==> src/rtl/chdac_pkg.sv <==
package chdac_pkg;
  localparam int DEF_TAG_W  = 4;
  localparam int DEF_ADDR_W = 4;
  localparam int DEF_CODE_W = 8;
  localparam int DEF_N_CH   = 8;

  // Midscale of an unsigned code of width w: only the top bit set.
  function automatic logic [31:0] mid_of(input int w);
    return 32'd1 << (w - 1);
  endfunction

  // True when a received channel index names an existing channel.
  function automatic logic index_valid(input int idx, input int n_ch);
    return (idx >= 0) && (idx < n_ch);
  endfunction
endpackage

==> src/rtl/cdp_frame_shifter.sv <==
module cdp_frame_shifter #(
  parameter int FRAME_W = 16
) (
  input  logic               clk,
  input  logic               rst_n,
  input  logic               sclk_i,
  input  logic               sdi_i,
  input  logic               load_i,
  output logic [FRAME_W-1:0] frame_o,
  output logic               commit_o,
  output logic               load_q_o,
  output logic               sdo_o
);
  logic               sclk_q;
  logic               load_q;
  logic               armed;
  logic [FRAME_W-1:0] sreg;
  logic               shift_evt;
  logic               fall_evt;

  assign shift_evt = load_i && sclk_i && !sclk_q;
  assign fall_evt  = load_q && !load_i;

  always_ff @(posedge clk or negedge rst_n) begin
    if (!rst_n) begin
      sclk_q <= 1'b0;
      load_q <= 1'b0;
      armed  <= 1'b0;
      sreg   <= '0;
    end else begin
      sclk_q <= sclk_i;
      load_q <= load_i;
      if (shift_evt) begin
        sreg  <= {sreg[FRAME_W-2:0], sdi_i};
        armed <= 1'b1;
      end else if (fall_evt) begin
        armed <= 1'b0;
      end
    end
  end

  assign frame_o  = sreg;
  assign commit_o = fall_evt && armed;
  assign load_q_o = load_q;
  assign sdo_o    = sreg[FRAME_W-1];

  AST_IDLE_HOLD: assert property (@(posedge clk) disable iff (!rst_n)
    !load_i |=> $stable(sreg));
  AST_SHIFT_MOVES_UP: assert property (@(posedge clk) disable iff (!rst_n)
    shift_evt |=> (sreg[FRAME_W-1:1] == $past(sreg[FRAME_W-2:0])));
  AST_SHIFT_TAKES_SDI: assert property (@(posedge clk) disable iff (!rst_n)
    shift_evt |=> (sreg[0] == $past(sdi_i)));
endmodule

==> src/rtl/cdp_chan_select.sv <==
module cdp_chan_select #(
  parameter int TAG_W  = 4,
  parameter int ADDR_W = 4,
  parameter int N_CH   = 8
) (
  input  logic              commit_i,
  input  logic [TAG_W-1:0]  tag_i,
  input  logic [TAG_W-1:0]  chip_addr_i,
  input  logic [ADDR_W-1:0] addr_i,
  output logic [N_CH-1:0]   wr_en_o
);
  logic tag_hit;

  assign tag_hit = (tag_i == chip_addr_i);

  // One comparator per channel; indices at or above N_CH match none.
  for (genvar i = 0; i < N_CH; i++) begin : g_dec
    assign wr_en_o[i] = commit_i && tag_hit && (addr_i == ADDR_W'(i));
  end
endmodule

==> src/rtl/cdp_code_bank.sv <==
module cdp_code_bank #(
  parameter int N_CH   = 8,
  parameter int CODE_W = 8
) (
  input  logic                   clk,
  input  logic                   rst_n,
  input  logic [N_CH-1:0]        wr_en_i,
  input  logic [CODE_W-1:0]      code_i,
  output logic [N_CH*CODE_W-1:0] codes_o
);
  import chdac_pkg::*;

  localparam logic [CODE_W-1:0] MID = CODE_W'(mid_of(CODE_W));

  for (genvar i = 0; i < N_CH; i++) begin : g_ch
    logic [CODE_W-1:0] code_q;
    always_ff @(posedge clk or negedge rst_n) begin
      if (!rst_n)          code_q <= MID;
      else if (wr_en_i[i]) code_q <= code_i;
    end
    assign codes_o[i*CODE_W +: CODE_W] = code_q;
  end
endmodule

==> src/rtl/chain_dac_port.sv <==
module chain_dac_port #(
  parameter int TAG_W  = chdac_pkg::DEF_TAG_W,
  parameter int ADDR_W = chdac_pkg::DEF_ADDR_W,
  parameter int CODE_W = chdac_pkg::DEF_CODE_W,
  parameter int N_CH   = chdac_pkg::DEF_N_CH
) (
  input  logic                   clk,
  input  logic                   rst_n,
  input  logic                   sclk,
  input  logic                   sdi,
  input  logic                   load,
  input  logic [TAG_W-1:0]       chip_addr,
  output logic                   sdo,
  output logic                   sdo_oe,
  output logic [N_CH*CODE_W-1:0] codes_o
);
  import chdac_pkg::*;

  localparam int FRAME_W = TAG_W + ADDR_W + CODE_W;

  logic [FRAME_W-1:0] frame;
  logic               commit;
  logic               load_q;
  logic [TAG_W-1:0]   rx_tag;
  logic [ADDR_W-1:0]  rx_addr;
  logic [CODE_W-1:0]  rx_code;
  logic [N_CH-1:0]    wr_en;

  cdp_frame_shifter #(.FRAME_W(FRAME_W)) u_shift (
    .clk      (clk),
    .rst_n    (rst_n),
    .sclk_i   (sclk),
    .sdi_i    (sdi),
    .load_i   (load),
    .frame_o  (frame),
    .commit_o (commit),
    .load_q_o (load_q),
    .sdo_o    (sdo)
  );

  // Word layout, MSB first: tag, channel index, code.
  assign rx_tag  = frame[FRAME_W-1 -: TAG_W];
  assign rx_addr = frame[CODE_W +: ADDR_W];
  assign rx_code = frame[CODE_W-1:0];

  cdp_chan_select #(.TAG_W(TAG_W), .ADDR_W(ADDR_W), .N_CH(N_CH)) u_sel (
    .commit_i    (commit),
    .tag_i       (rx_tag),
    .chip_addr_i (chip_addr),
    .addr_i      (rx_addr),
    .wr_en_o     (wr_en)
  );

  cdp_code_bank #(.N_CH(N_CH), .CODE_W(CODE_W)) u_bank (
    .clk     (clk),
    .rst_n   (rst_n),
    .wr_en_i (wr_en),
    .code_i  (rx_code),
    .codes_o (codes_o)
  );

  assign sdo_oe = load;

  AST_ONE_WRITE: assert property (@(posedge clk) disable iff (!rst_n)
    $onehot0(wr_en));
  AST_NO_WRITE_WHILE_HIGH: assert property (@(posedge clk) disable iff (!rst_n)
    load |=> $stable(codes_o));
  AST_NO_REPEAT_LOW: assert property (@(posedge clk) disable iff (!rst_n)
    (!load && !load_q) |=> $stable(codes_o));
  AST_FOREIGN_TAG: assert property (@(posedge clk) disable iff (!rst_n)
    (commit && (rx_tag != chip_addr)) |=> $stable(codes_o));
  AST_HIGH_INDEX: assert property (@(posedge clk) disable iff (!rst_n)
    (commit && !index_valid(int'(rx_addr), N_CH)) |=> $stable(codes_o));
endmodule

==> config.mk <==
export PLATFORM = sky130hd
export DESIGN_NAME = chain_dac_port
export DESIGN_NICKNAME = d
export VERILOG_FILES = /design/src/rtl/chdac_pkg.sv /design/src/rtl/cdp_frame_shifter.sv /design/src/rtl/cdp_chan_select.sv /design/src/rtl/cdp_code_bank.sv /design/src/rtl/chain_dac_port.sv
export SDC_FILE = /design/constraint.sdc
export NUM_CORES = 1
export LEC_CHECK = 0
export BUFFER_PORTS_ARGS = -buffer_cell sky130_fd_sc_hd__buf_2
export CAP_MARGIN = 30
export CORE_ASPECT_RATIO = 1.2
export CORE_MARGIN = 3
export CORE_UTILIZATION = 50
export CTS_BUF_LIST = sky130_fd_sc_hd__clkbuf_8
export CTS_CLUSTER_SIZE = 14
export DETAILED_ROUTE_END_ITERATION = 7
export MAX_ROUTING_LAYER = met4
export PLACE_DENSITY = 0.85
export SYNTH_ARGS = -nofsm -noshare
export SYNTH_HDL_FRONTEND = slang
export SYNTH_HIERARCHICAL = 1
export SYNTH_SLANG_ARGS = --single-unit
==> constraint.sdc <==
create_clock -name clk -period 1.95 [get_ports clk]
set_clock_uncertainty 0.05 [all_clocks]
set_input_delay 0.39 -clock clk [delete_from_list [all_inputs] [get_ports clk]]
set_output_delay 0.39 -clock clk [all_outputs]
set_load 0.03 [all_outputs]
Word level (Yosys, flattened, before mapping):

Index checks and enable logic that the tools add are counted.

* flip-flop bits (word level): 83
* input port bits: 9
* output and inout port bits: 66
* word-level logic and storage cells: 39

* equality and inequality tests: 8
* mux-type cells: 2
* reductions and logical operators: 17

Operators with widths (number)
* $eq A4 B3 Y1 const B: 4
* $logic_and A1 B1 Y1: 13
* $eq A4 B2 Y1 const B: 2
* $eq A4 B1 Y1 const B: 1
* $eq A4 B4 Y1: 1
* $logic_not A4 Y1: 1
* $logic_not A1 Y1: 2
* $mux W1: 2
* $reduce_bool A2 Y1: 1

Depth between registers and ports, before layout:

Gate-level depths: netlist of run 1.

* word-level depth: 5
* gate-level depth with buffers: 7

Hierarchy:

The synthesis of run 1 kept the hierarchy.

By module, submodules not included
* cdp_code_bank: instances 1, cells an instance 136, area each 2662.6 µm², seq. area each 1611.5 µm²
* cdp_frame_shifter: instances 1, cells an instance 43, area each 767.0 µm², seq. area each 475.5 µm²
* cdp_chan_select: instances 1, cells an instance 19, area each 116.4 µm², seq. area each 0.0 µm²
* chain_dac_port: instances 1, cells an instance 1, area each 7.5 µm², seq. area each 0.0 µm²

Worst setup path before layout of run 1:

No wires, ideal clock.

* path type: reg2reg
* start: register u_shift.sreg[15] (netlist: u_shift/frame_o[15])
* end: register u_bank.g_ch[0].code_q[0]
* setup time: 125 ps
* arrival time: 1714 ps
* data required time: 1775 ps
* path slack: 61 ps
* cell stages (with the launch flop): 7
* buffers on the path: 2
* cells stage by stage: dfrtp_1 > buf_4 > xnor2_1 > nand2_1 > nor4_1 > buf_6 > mux2_4

* word-level cells in the longest chain between the ends: 3

Ends and longest elaborated chain
* from (decl): RTL line cdp_frame_shifter.sv:17 `logic [FRAME_W-1:0] sreg;`
* from (signal assigned): RTL line cdp_frame_shifter.sv:34 `sreg <= {sreg[FRAME_W-2:0], sdi_i};`
* $eq A4 B4 Y1: RTL line cdp_chan_select.sv:14 `assign tag_hit = (tag_i == chip_addr_i);`
* $logic_and A1 B1 Y1 (2 in a row): RTL line cdp_chan_select.sv:18 `assign wr_en_o[i] = commit_i && tag_hit && (addr_i == ADDR_W'(i));`
* via wr_en[0]: RTL line chain_dac_port.sv:27 `logic [N_CH-1:0] wr_en;`
* to (signal assigned): RTL line cdp_code_bank.sv:19 `else if (wr_en_i[i]) code_q <= code_i;`
* to (decl): RTL line cdp_code_bank.sv:16 `logic [CODE_W-1:0] code_q;`

The timed path passes the listed nets, and every way through them passes these cells.
A chain may end at the register's enable or synchronous reset.

Worst setup path after layout of run 1:

* start: register u_shift.armed
* end: register u_bank.g_ch[2].code_q[5]

* word-level cells in the longest chain between the ends: 3

Ends and longest elaborated chain
* from (decl): RTL line cdp_frame_shifter.sv:16 `logic armed;`
* from (signal assigned): RTL line cdp_frame_shifter.sv:28 `armed <= 1'b0;`
* from (signal assigned): RTL line cdp_frame_shifter.sv:35 `armed <= 1'b1;`
* from (signal assigned): RTL line cdp_frame_shifter.sv:37 `armed <= 1'b0;`
* $logic_and A1 B1 Y1: RTL line cdp_frame_shifter.sv:43 `assign commit_o = fall_evt && armed;`
* via commit: RTL line chain_dac_port.sv:22 `logic commit;`
* $logic_and A1 B1 Y1 (2 in a row): RTL line cdp_chan_select.sv:18
* via wr_en[2]: RTL line chain_dac_port.sv:27
* to (signal assigned): RTL line cdp_code_bank.sv:19
* to (decl): RTL line cdp_code_bank.sv:16

The timed path passes the listed nets, and every way through them passes these cells.

==> results of run 1 <==
-- flip-flops by register name, indices dropped and copies added (netlist names) --
| register | count |
|---|---|
| u_bank/g_ch.code_q | 64 |
| u_shift/frame_o | 16 |
| u_shift/sclk_q | 1 |
| u_shift/load_q_o | 1 |
| u_shift/armed | 1 |
-- layout by cell type (no fill, tap or decap), types with 2 or more instances in the layout --
master,count
nor2b_4,2
buf_2,73
nor4_2,2
clkbuf_8,9
mux2_2,6
inv_6,3
nand2_1,2
mux2_4,74
clkinvlp_4,2
nor3_2,3
clkinv_2,2
buf_4,12
xnor2_1,4
buf_6,4
dfstp_2,8
dfrtp_1,75
nor4_4,2
o21ai_0,2
-- layout make-up --
cell class	count	share of cell area [%]
Clock buffer	9	2.87
Clock inverter	7	1.19
Inverter	2	0.174
Multi-Input combinational cell	103	32.6
Sequential cell	83	48.4
Tap cell	87	2.52
Timing Repair Buffer	91	12.3
-- cells by family (layout without fill, tap and decap cells) --
family / Yosys count / in the layout / share of synthesized area (%)
mux: 80 / 80 / 33.2
xor+xnor: 4 / 4 / 0.986
compound gates: 2 / 2 / 0.282
simple gates: 17 / 17 / 3.10
buf+inv: 13 / 109 / 3.73
flops: 83 / 83 / 58.7
-- power by group through the flow --
stage,logic (mW),clock network [mW],registers (mW)
finish,0.377,1.12,2.16
global route,0.403,1.22,2.19
CTS,0.368,1.15,2.15
detailed placement,0.363,0,2.18
global placement,0.353,0,2.19
floorplan,0.218,0,2.08
-- stage by stage --
| stage | power, mW | setup WS [ns] |
|---|---|---|
| global placement | 2.54 | -0.126 |
| floorplan | 2.30 | 0.0607 |
| detailed placement | 2.55 | -0.184 |
| finish | 3.65 | -0.0880 |
| global route | 3.81 | -0.135 |
| CTS | 3.67 | 0.000515 |
-- final timing paths --
path | depth (start not counted) | start | slack [ns] | endpoint
hold / removal | 1 | sclk | 0.11 | u_shift/sclk_q
setup reg to reg | 8 | u_shift/armed | -0.09 | u_bank/g_ch[2].code_q[5]
max in group asynchronous | 3 | rst_n | 0.84 | u_bank/g_ch[7].code_q[7]
hold reg to reg | 1 | u_shift/load_q_o | 0.43 | u_shift/armed
setup / recovery | 8 | u_shift/armed | -0.09 | u_bank/g_ch[2].code_q[5]
min in group asynchronous | 2 | rst_n | 0.39 | u_bank/g_ch[6].code_q[3]
-- routing by layer --
metal	vias up	share of wire, %
li1	881	-
met1	987	43
met2	48	52
met3	10	3.5
met4	0	1.8
met5	-	0
-- worst reg2reg max path: cells and delay by family (launching register included) --
kind | cells | cell delay (ns)
simple gates | 4 | 0.67
buf+inv | 3 | 0.53
flops | 1 | 0.37
mux | 1 | 0.32
-- timing repair --
item / 4_1_cts / 5_1_grt
setup endpoints to repair: 17 / 64
gates resized for setup: 2 / 11
hold buffers: 1 / 0
buffers inserted: 1 / 4
pin swaps: 0 / 4
hold endpoints to repair: 17 / 0
==> summary.md, run 1 <==
| Metric | Value |
|---|---|
| CP top delay family | simple AND/OR/NAND/NOR gates |
| Least-Margin Pin Slew | 0.463 ns |
| Number of global-route vias before repair | 2,054 |
| Core region area | 0.00685 mm^2 |
| Switching portion of total power | 31.0% |
| Most used cell, CP | buf_4 |
| Worst Setup Start Kind | flop |
| Drt wl/cell | 18.7 um |
| Grt total ovfl | 0 |
| Critical path fanouts, max | 8 |
| Clock transition at path regs | 0.08 ns |
| FF/Latch Area | 0.00209 mm^2 |
| Vias/cell | 5.04 |
| Yosys cell types | 19 |
| GRT busiest layer | met2 |
| Syn avg cell area | 17.9 um^2 |
| Max cap viols | 0 |
| Area leader, netlist | dfrtp_1 |
| Critical Path RT | 2.14 ns |
| Final Hold Violating Endpoints | 0 |
| Syn Inst Count | 199 |
| Finished Layout Cells | 382 |
| Setup violations, final | 29 |
| Share of the synthesized area in the top cell type | 52.8% |
| Root buf cell | clkbuf_8 |
| Post-synth top flop | dfrtp_1 |
| Sw Pwr | 1.13 mW |
| # rows | 33 |
| Share of cells above drive strength 1 | 70.2% |
| Failing checks | negative setup slack |
| CP Buf/Inv Count | 3 |
| Ranking of synthesized cells by area | dfrtp_1 53%, mux2_4 31%, dfstp_2 5.9% |
| Fmax | 491 MHz |
| Synth Register Bits | 83 |
| Arrival time worst endpoint | 2.23 ns |
| Power per cell area | 846 mW/mm^2 |
| Number of synthesized flops with an enable pin | 0 |
| Mapped Nets | 208 |
| Antenna diode count | 0 |
| Final Cell Area | 0.00432 mm^2 |
| Crit Path Category | flop to flop |
| Max rail drop VDD | 0.470 mV |
| Initial DRC count | 100 |
| Largest net degree at the start of global routing | 46 |
| Syn Std Cell Area | 0.00355 mm^2 |
| RSZ-0062 raised after global routing | yes |
| Total GRT Usage | 18.8% |
| Yosys warnings | 6 |
| Setup ws final | -0.0880 ns |
| Clock share of power | 30.6% |
| Antenna Nets Post-Route | 0 |
| Internal power | 2.52 mW |
| Placed inst area | 0.00404 mm^2 |
| Slew Limit Fails | 0 |
| Final core occ | 63.0% |
| M3 GR Usage | 3.21% |
| Num CTS Buffers | 9 |
| Status | finished, violations left |
| I/O pin total | 75 |
| Nets | 299 |
| First-pass GRT wire length | 11,500 um |
| Count leader, synth | dfrtp_1 |
| RePlAce Congestion | 0.743 |
| Global Route met1 Usage | 23.3% |
| DRC Markers | 0 |
| Crit end category | flop |
| Critical path, cell by cell | inv_2 -> nor3b_2 -> nor2b_4 -> nand4_1 -> buf_4 -> nor4_2 -> buf_4 -> mux2_4 |
| Clock Tree Buf Depth | 2 |
| Antenna violations before repair | 0 |
| Max-slew headroom | 69.2% |
| Routed WL | 7150 um |
| Flop pwr share | 59.1% |
| Die extent in x | 83.0 um |
| Die area | 0.00816 mm^2 |
| Critical-path cell with the highest stage delay | dfrtp_1 |
| Starting Density | 51.8% |
| Crit-path max cell delay | 0.37 ns |
| IO buf count | 74 |
| Tcrit/Tclk final | 105% |
| Via Count | 1,926 |
| Htree depth | 3 |
| Setup TNS Final | -1.08 ns |
| Sink Count | 83 |
| Fin crit period | 2.04 ns |
| Initial DRT Pass Iterations | 4 |
| Combinational power share | 10.3% |
| DP Cell Count | 360 |
| DP HPWL | 4810 um |
| CTS tree | built |
| Clock latency on the worst-skew pair | 0.35 ns |
| Synth cell count leaders | 75 x dfrtp_1, 74 x mux2_4, 8 x buf_6, 8 x dfstp_2, 6 x mux2_2 |
| Footprint of the multi-input gates | 0.00141 mm^2 |
| Leak Pwr | 2.26 nW |
| # fillers | 549 |
| Met2 global-route usage | 30.6% |
| Post-synth ARST share | 100% |
| Sequential cell area fraction in the yosys report | 58.7% |
| Worst hold slack | 0.106 ns |
| Area delta synth->final | 21.4% |
| Die Y-Extent | 98.3 um |
| HP Class | primary input to flop |
(Power assumes the default switching activity.)
==> inputs of run 2 (changes only) <==
--- a/config.mk
+++ b/config.mk
@@ -14,7 +14,7 @@
 export CTS_CLUSTER_SIZE = 14
 export DETAILED_ROUTE_END_ITERATION = 7
 export MAX_ROUTING_LAYER = met4
-export PLACE_DENSITY = 0.85
+export PLACE_DENSITY = 0.74
 export SYNTH_ARGS = -nofsm -noshare
 export SYNTH_HDL_FRONTEND = slang
 export SYNTH_HIERARCHICAL = 1
==> constraint.sdc (replaced) <==
create_clock -name clk -period 1.95 [get_ports clk]
set_clock_uncertainty 0.05 [all_clocks]
set_input_delay 0.195 -clock clk [delete_from_list [all_inputs] [get_ports clk]]
set_output_delay 0.195 -clock clk [all_outputs]
set_load 0.03 [all_outputs]
==> run 2 against run 1 <==
The run now ends clean. Wire length decreased by 4.3%. Count of clock-buffer cells in the layout increased by 2. Final area increased by 0.81%. Die area unchanged. Critical path depth unchanged. Critical endpoint is now u_bank/g_ch[6].code_q[1]. Highest routed layer unchanged.
==> summary.md, run 2 (synthesis gave the netlist of run 1 again) <==
| Metric | Value |
|---|---|
| Via Count | 1,914 |
| Nets | 296 |
| Sink Count | 83 |
| # fillers | 530 |
| Setup violations, final | 0 |
| Most frequent cells in the layout | 75 x dfrtp_1, 74 x mux2_4, 73 x buf_2 |
| Crit Path Category | flop to flop |
| RePlAce Congestion | 0.777 |
| Total Power | 4.06 mW |
| Total GRT Usage | 18.5% |
| Vias/cell | 5.05 |
| Share of cells above drive strength 1 | 69.2% |
| Root buf cell | clkbuf_8 |
| Leak Pwr | 2.28 nW |
| Die Y-Extent | 98.3 um |
| IO buf count | 74 |
| Max-slew headroom | 67.2% |
| CTS tree | built |
| Commonest non-fill, non-tap cell in the layout | dfrtp_1 |
| HP Class | primary input to flop |
| Crit end category | flop |
| I/O pin total | 75 |
| Arrival time worst endpoint | 2.09 ns |
| Flop-to-flop setup slack | 0.04 ns |
| Flip-flop count of the largest register after layout | 64 |
| Num CTS Buffers | 9 |
| Number of global-route vias before repair | 2,030 |
| Critical Path RT | 2.13 ns |
| Die extent in x | 83.0 um |
| Fin crit period | 1.91 ns |
| Clock transition at path regs | 0.08 ns |
| Htree depth | 3 |
| Clock Tree Buf Depth | 2 |
| Max cap viols | 0 |
| Power per cell area | 932 mW/mm^2 |
| Antenna diode count | 0 |
| Critical path fanouts, max | 8 |
| DRC Markers | 0 |
| Max rail drop VDD | 0.421 mV |
| DP Cell Count | 359 |
| Drt wl/cell | 18.0 um |
| Status | finished clean |
| Slew Limit Fails | 0 |
| Tcrit/Tclk final | 98.0% |
| Worst R2R Start | u_shift/armed |
| DP HPWL | 4580 um |
| Worst hold path cell count | 2 |
| Finished Layout Cells | 379 |
| Initial DRC count | 94 |
| Antenna Nets Post-Route | 0 |
| Final Hold Violating Endpoints | 0 |
| Grt total ovfl | 0 |
| Antenna violations before repair | 0 |
| Initial DRT Pass Iterations | 4 |
| Setup TNS Final | 0 ns |
| FF-to-FF path depth | 8 |
| Routed WL | 6840 um |
| Area delta synth->final | 22.4% |
| Hold Crit Start | sdi |
| Reg-to-Reg End | u_bank/g_ch[6].code_q[1] |
| Most flops, register | u_bank/g_ch.code_q |
| Starting Density | 51.8% |
| Fmax | 523 MHz |
| Clock latency on the worst-skew pair | 0.34 ns |
| Core region area | 0.00685 mm^2 |
| Worst Setup Start Kind | flop |
| Worst hold slack | 0.0317 ns |
| WHS Endpoint | u_shift/frame_o[0] |
| Largest net degree at the start of global routing | 45 |
| First-pass GRT wire length | 11,300 um |
| Die area | 0.00816 mm^2 |
| Least-Margin Pin Slew | 0.492 ns |
| # rows | 33 |
| Final core occ | 63.5% |
[run 2: cell count changes in the layout (fill, tap and decap cells not counted), moves of 2 or more]
cell        change
inv_6           -2
buf_6           -4
clkbuf_8        +2
clkinv_2        -2
clkinvlp_4      -2
bufinv_16       +3
[run 2: worst max path at each step]
stage / startpoint / slack (ns) / to / cells after the start
after detailed placement: u_shift/armed / 0.04 / u_bank/g_ch[5].code_q[0] / 7
after CTS: u_shift/armed / 0.02 / u_bank/g_ch[5].code_q[1] / 7
after global routing: u_shift/armed / -0.04 / u_bank/g_ch[7].code_q[1] / 8
after global placement: u_shift/armed / 0.04 / u_bank/g_ch[5].code_q[1] / 7
after floorplan: u_shift/frame_o[15] / 0.06 / u_bank/g_ch[0].code_q[0] / 6
final: u_shift/armed / 0.04 / u_bank/g_ch[6].code_q[1] / 8
[run 2: power breakdown]
| group | switching (mW) | leakage [nW] | internal [mW] |
|---|---|---|---|
| logic | 0.159 | 1.04 | 0.211 |
| registers | 0.325 | 1.11 | 1.83 |
| clock network | 0.603 | 0.130 | 0.928 |
| total | 1.09 | 2.28 | 2.97 |
[run 2: repair_timing]
action	CTS	global route
endpoints found under the setup margin	0	63
resized for setup	0	6
hold buffers	2	0
setup buffers	0	2
hold endpoints to repair	36	0
[run 2: metal layers]
metal / vias up / GRT usage, % / part of all wire [%]
li1: 875 / - / -
met1: 992 / 24.4 / 46
met2: 42 / 28.0 / 50
met3: 5 / 4.47 / 3.0
met4: 0 / 6.79 / 1.2
met5: - / - / 0
[run 2: layout make-up]
cell class	count	area [um^2]	share of cell area, %
timing repair buffer	88	495	11.4
clock buffer	11	151	3.48
clock inverter	5	108	2.47
tap	87	109	2.50
inverter	2	7.51	0.173
sequential	83	2090	48.0
multi-input combinational	103	1390	32.0
[run 2: through the flow]
stage | setup WS [ns] | cell area (um^2)
after floorplan | 0.0607 | 3550
final | 0.0397 | 4350
after global placement | 0.0368 | 4030
after global routing | -0.0416 | 4350
after detailed placement | 0.0413 | 4030
after CTS | 0.0239 | 4310
[run 2: worst max-delay path: stages (launching register included)]
cell	delay, ns
dfrtp_1	0.34
inv_1	0.05
nor3b_1	0.15
nor2b_2	0.18
nand4_1	0.13
buf_4	0.19
nor4_4	0.15
buf_4	0.25
mux2_4	0.31
